### src/rtl/rcf_pkg.sv
package rcf_pkg;
  localparam int unsigned FLAG_W = 16;

  localparam int unsigned B_TRAP  = 15;
  localparam int unsigned B_ILLOP = 14;
  localparam int unsigned B_EXT   = 7;
  localparam int unsigned B_SW    = 6;
  localparam int unsigned B_WDT   = 4;
  localparam int unsigned B_SLEEP = 3;
  localparam int unsigned B_IDLE  = 2;
  localparam int unsigned B_BOR   = 1;
  localparam int unsigned B_POR   = 0;

  localparam logic [FLAG_W-1:0] USED_MASK =
    (FLAG_W'(1) << B_TRAP)  | (FLAG_W'(1) << B_ILLOP) |
    (FLAG_W'(1) << B_EXT)   | (FLAG_W'(1) << B_SW)    |
    (FLAG_W'(1) << B_WDT)   | (FLAG_W'(1) << B_SLEEP) |
    (FLAG_W'(1) << B_IDLE)  | (FLAG_W'(1) << B_BOR)   |
    (FLAG_W'(1) << B_POR);

  typedef struct packed {
    logic por;
    logic bor;
    logic ext;
    logic sw;
    logic wdt;
    logic trap;
    logic illop;
    logic sleep;
    logic idle;
  } rcf_events_t;
endpackage

### src/rtl/rcf_event_map.sv
module rcf_event_map
  import rcf_pkg::*;
(
  input  rcf_events_t       ev_i,
  output logic [FLAG_W-1:0] set_o,
  output logic [FLAG_W-1:0] clr_o
);
  logic pwr_rst;
  logic pwr_save;

  assign pwr_rst  = ev_i.por | ev_i.bor;
  assign pwr_save = ev_i.sleep | ev_i.idle;

  always_comb begin
    set_o = '0;
    set_o[B_TRAP]  = ev_i.trap;
    set_o[B_ILLOP] = ev_i.illop;
    set_o[B_EXT]   = ev_i.ext;
    set_o[B_SW]    = ev_i.sw;
    set_o[B_WDT]   = ev_i.wdt;
    set_o[B_SLEEP] = ev_i.sleep;
    set_o[B_IDLE]  = ev_i.idle;
    set_o[B_BOR]   = pwr_rst;
    set_o[B_POR]   = ev_i.por;
  end

  // external-pin flag survives brown-out; power-on and brown-out flags have no hw clear
  always_comb begin
    clr_o = '0;
    clr_o[B_TRAP]  = pwr_rst;
    clr_o[B_ILLOP] = pwr_rst;
    clr_o[B_EXT]   = ev_i.por;
    clr_o[B_SW]    = pwr_rst;
    clr_o[B_WDT]   = pwr_rst | pwr_save;
    clr_o[B_SLEEP] = pwr_rst;
    clr_o[B_IDLE]  = pwr_rst;
  end
endmodule

### src/rtl/rcf_flag_cell.sv
module rcf_flag_cell #(
  parameter bit IMPLEMENTED = 1'b1
) (
  input  logic clk_i,
  input  logic rst_ni,
  input  logic set_i,
  input  logic clr_i,
  input  logic we_i,
  input  logic wd_i,
  output logic q_o
);
  if (IMPLEMENTED) begin : g_flop
    logic q_q;
    logic q_d;

    // priority: set, then clear, then software write
    always_comb begin
      q_d = q_q;
      if (we_i)       q_d = wd_i;
      if (clr_i)      q_d = 1'b0;
      if (set_i)      q_d = 1'b1;
    end

    always_ff @(posedge clk_i or negedge rst_ni) begin
      if (!rst_ni) q_q <= 1'b0;
      else         q_q <= q_d;
    end

    assign q_o = q_q;
  end else begin : g_tie
    logic unused_in;
    assign unused_in = ^{clk_i, rst_ni, set_i, clr_i, we_i, wd_i};
    assign q_o = 1'b0;
  end
endmodule

### src/rtl/reset_cause_reg.sv
module reset_cause_reg
  import rcf_pkg::*;
(
  input  logic              clk_i,
  input  logic              rst_ni,
  input  logic              por_i,
  input  logic              bor_i,
  input  logic              ext_rst_i,
  input  logic              sw_rst_i,
  input  logic              wdt_to_i,
  input  logic              trap_i,
  input  logic              illop_i,
  input  logic              sleep_i,
  input  logic              idle_i,
  input  logic              we_i,
  input  logic [FLAG_W-1:0] wdata_i,
  output logic [FLAG_W-1:0] flags_o
);
  rcf_events_t       ev;
  logic [FLAG_W-1:0] set_vec;
  logic [FLAG_W-1:0] clr_vec;

  assign ev = '{por: por_i, bor: bor_i, ext: ext_rst_i, sw: sw_rst_i,
                wdt: wdt_to_i, trap: trap_i, illop: illop_i,
                sleep: sleep_i, idle: idle_i};

  rcf_event_map u_map (
    .ev_i  (ev),
    .set_o (set_vec),
    .clr_o (clr_vec)
  );

  for (genvar i = 0; i < FLAG_W; i++) begin : g_bit
    rcf_flag_cell #(.IMPLEMENTED(USED_MASK[i])) u_cell (
      .clk_i  (clk_i),
      .rst_ni (rst_ni),
      .set_i  (set_vec[i]),
      .clr_i  (clr_vec[i]),
      .we_i   (we_i),
      .wd_i   (wdata_i[i]),
      .q_o    (flags_o[i])
    );
  end
endmodule

### config.mk
export PLATFORM = sky130hd
export DESIGN_NAME = reset_cause_reg
export DESIGN_NICKNAME = d
export VERILOG_FILES = /design/src/rtl/rcf_pkg.sv /design/src/rtl/rcf_event_map.sv /design/src/rtl/rcf_flag_cell.sv /design/src/rtl/reset_cause_reg.sv
export SDC_FILE = /design/constraint.sdc
export NUM_CORES = 1
export LEC_CHECK = 0
export ABC_AREA = 1
export CORE_MARGIN = 1.5
export CORE_UTILIZATION = 35
export CTS_CLUSTER_DIAMETER = 50
export DETAILED_ROUTE_END_ITERATION = 7
export PLACE_DENSITY = 0.83
export SYNTH_ARGS = -nofsm -noshare
export SYNTH_HDL_FRONTEND = slang
export SYNTH_SLANG_ARGS = --single-unit
### constraint.sdc
create_clock -name clk_i -period 1.1 [get_ports clk_i]
set_input_delay 0.22 -clock clk_i [delete_from_list [all_inputs] [get_ports clk_i]]
set_output_delay 0.22 -clock clk_i [all_outputs]
set_load 0.01 [all_outputs]
==> results.yml <==
timing:
  setup_viol_count_final: 0
  max_freq_mhz: 926
  hold_violations: 0
  period_needed_ps: 1080
  hold_slack_ps: 270
  period_share_pct: 98.2
  finalMaxSlewViolations: 0
  fin_worst_skew_ps: 0
finish:
  syn2layout_area_growth_pct: 39.7
  largest_register_ff_count: 9
  nNetsFinal: 134
  fill_cells: 146
  antenna_cells: 0
  drive_gt1_share_pct: 18.1
  fin_util_pct: 52.5
clock_tree:
  cts_tree: "done"
  cts_root_buf: "clkbuf_4"
  holdBufCountCts: 0
  clkTransAtPathRegs_ps: 70
  htreeDepth: 1
  ctsLongestPathBuffers: 2
  clkSinkCount: 9
  cts_made_buffers: 3
  clock_latency_ps: 250
detailed_routing:
  viasPerCell: 4.14
  wl_um: 1160
  wl_per_cell_um: 9.57
  drt_iter0_drc: 7
  drc_errors: 0
  firstDrtPassIters: 3
  ant_nets: 0
  vias: 501
synthesis:
  synth_top_area_share_pct: 39.3
  synth_compound_area_share_pct: 6.11
  yosys.area_share.simple_pct: 23.8
  synthXorXnorAreaFrac_pct: 0
  synth_adder_area_share_pct: 0
  yosys_register_bits: 9
  synth_area_um2: 573
  yosysWarnings: 0
  synth-seq-area-share_pct: 39.3
  ys_top_cells_by_area: "dfrtp_1 39%, buf_4 21%, nand2_1 15%"
  yosysTopAreaCell: "dfrtp_1"
  synth_top_family_by_area: "buffers and inverters"
  netlist_instances: 78
  synth.mux.area_fraction_pct: 0
  netlist-cell-type-count: 12
  synth.avg_cell_area_um2: 7.35
grt:
  grt_pass1_vias: 472
  antenna_found_initial: 0
  grt_max_degree: 10
  grt_pass1_wl_um: 1900
  grt_overflow: 0
  grt_usage_pct: 13.1
setup_path:
  r2r_cells: 5
  crit_fanout: 2
  slowest_stage: "dfrtp_1"
  worstPathArrival_ps: 860
  slowest_delay_ps: 380
  worstReg2RegEnd: "g_bit[4].u_cell.q_o$_DFFE_PN0P_"
  start_kind: "flop"
  rrSetupSlack_ps: 250
  crit_buf_inv: 1
  path_class: "reg2out"
  end_kind: "output pin"
  worstReg2RegStart: "g_bit[4].u_cell.q_o$_DFFE_PN0P_"
  crit_start: "g_bit[4].u_cell.q_o$_DFFE_PN0P_"
  worstPathCellList: "clkdlybuf4s15_2"
  worstPathRequired_ps: 880
  crit_family: "flip-flops"
outcome:
  status: "complete, no violations"
placement:
  post-dp-hpwl_um: 955
  port_buffers: 29
  routabilityCongestion: 0.729
pwr:
  internal_power_uw: 598
  p_leak_uw: 0.000422
  p_comb_share_pct: 24.3
  seqPwrFrac_pct: 44.8
  power_switching_uw: 214
  ir_drop_v: 0.000526
  p_per_area_nw_per_um2: 1010
  sw_frac_of_total_pct: 26.4
  p_clk_share_pct: 30.9
flow_run:
  max_cap_violations: 0
min_path:
  hold_path_class: "in2async"
die:
  start_util_pct: 37.6
  die_area_um2: 1890
  num_rows: 14
  ioPinCount: 44
  die_y_um: 43.5
  core_um2: 1520
  chipWidth_um: 43.5
## cell usage in the layout, fill, tap and decap left out
cell             instances
buf_2                    1
buf_4                    5
clkbuf_2                 7
clkbuf_4                 3
clkdlybuf4s15_2          1
clkdlybuf4s50_1         20
clkinv_2                 1
conb_1                   7
dfrtp_1                  9
inv_1                   10
inv_2                    1
nand2_1                 23
nand3_1                  2
nor2_1                   9
o21ai_1                  1
o21bai_1                 4
or2_0                    1
## worst max path at each step
stage | end | cells past startpoint
after detailed placement | g_bit[2].u_cell.q_o$_DFFE_PN0P_ | 6
after floorplan | flags_o[14] | 1
after global placement | g_bit[2].u_cell.q_o$_DFFE_PN0P_ | 6
after CTS | flags_o[6] | 1
after global routing | flags_o[4] | 1
final | flags_o[4] | 1
## metal layers
metal  vias up  part of all wire, %  routed length (um)  GRT usage (%)
met3         0                  6.1                  71           1.25
met1       222                   40                 466           16.7
met2        20                   53                 619           22.7
li1        259                    -                   -              -
met4         0                    0                   0           5.45
met5         -                    0                   0              0
## through the flow
step,power (uW),instances,TNS (ps),setup WS [ps],cell area [um2]
2_1_floorplan,492,84,0,394,596
3_3_place_gp,579,116,-698,-104,805
3_5_place_dp,585,116,-789,-112,805
4_1_cts,827,120,0,3.21,835
5_1_grt,862,121,-0.489,-0.489,801
6_report,812,121,0,19.7,801
## logic make-up after synthesis
group | after synthesis
flip-flops | 9
AO/OA/AOI/OAI | 5
AND/OR/NAND/NOR | 35
other | 1
buffers and inverters | 28
## synthesized netlist by cell type, drive strengths merged
library cell	count
dfrtp	9
inv	11
nor2	9
buf	17
o21bai	4
o21ai	1
conb	1
nand3	2
or2	1
nand2	23
## timing repair
item | CTS | global route
endpoints found under the setup margin | 9 | 9
endpoints found under the hold margin | 0 | 0
resized for setup | 20 | 8
buffers inserted | 0 | 1
## area by class of cell
cell class	count	area [um2]	area share (%)
multi-input combinational	47	198	24.7
clock buffer	3	22.5	2.81
inverter	11	41.3	5.16
sequential	9	225	28.1
tap	16	20.0	2.50
clock inverter	1	5.00	0.625
timing repair buffer	34	289	36.1
## power by group through the flow
stage               clock (uW)  combinational [uW]  sequential [uW]
global placement             0                 211              368
finish                     251                 197              363
detailed placement           0                 214              370
floorplan                    0                 125              367
CTS                        258                 206              364
global route               276                 220              365
No activity file was read; power rests on OpenSTA's default activity.
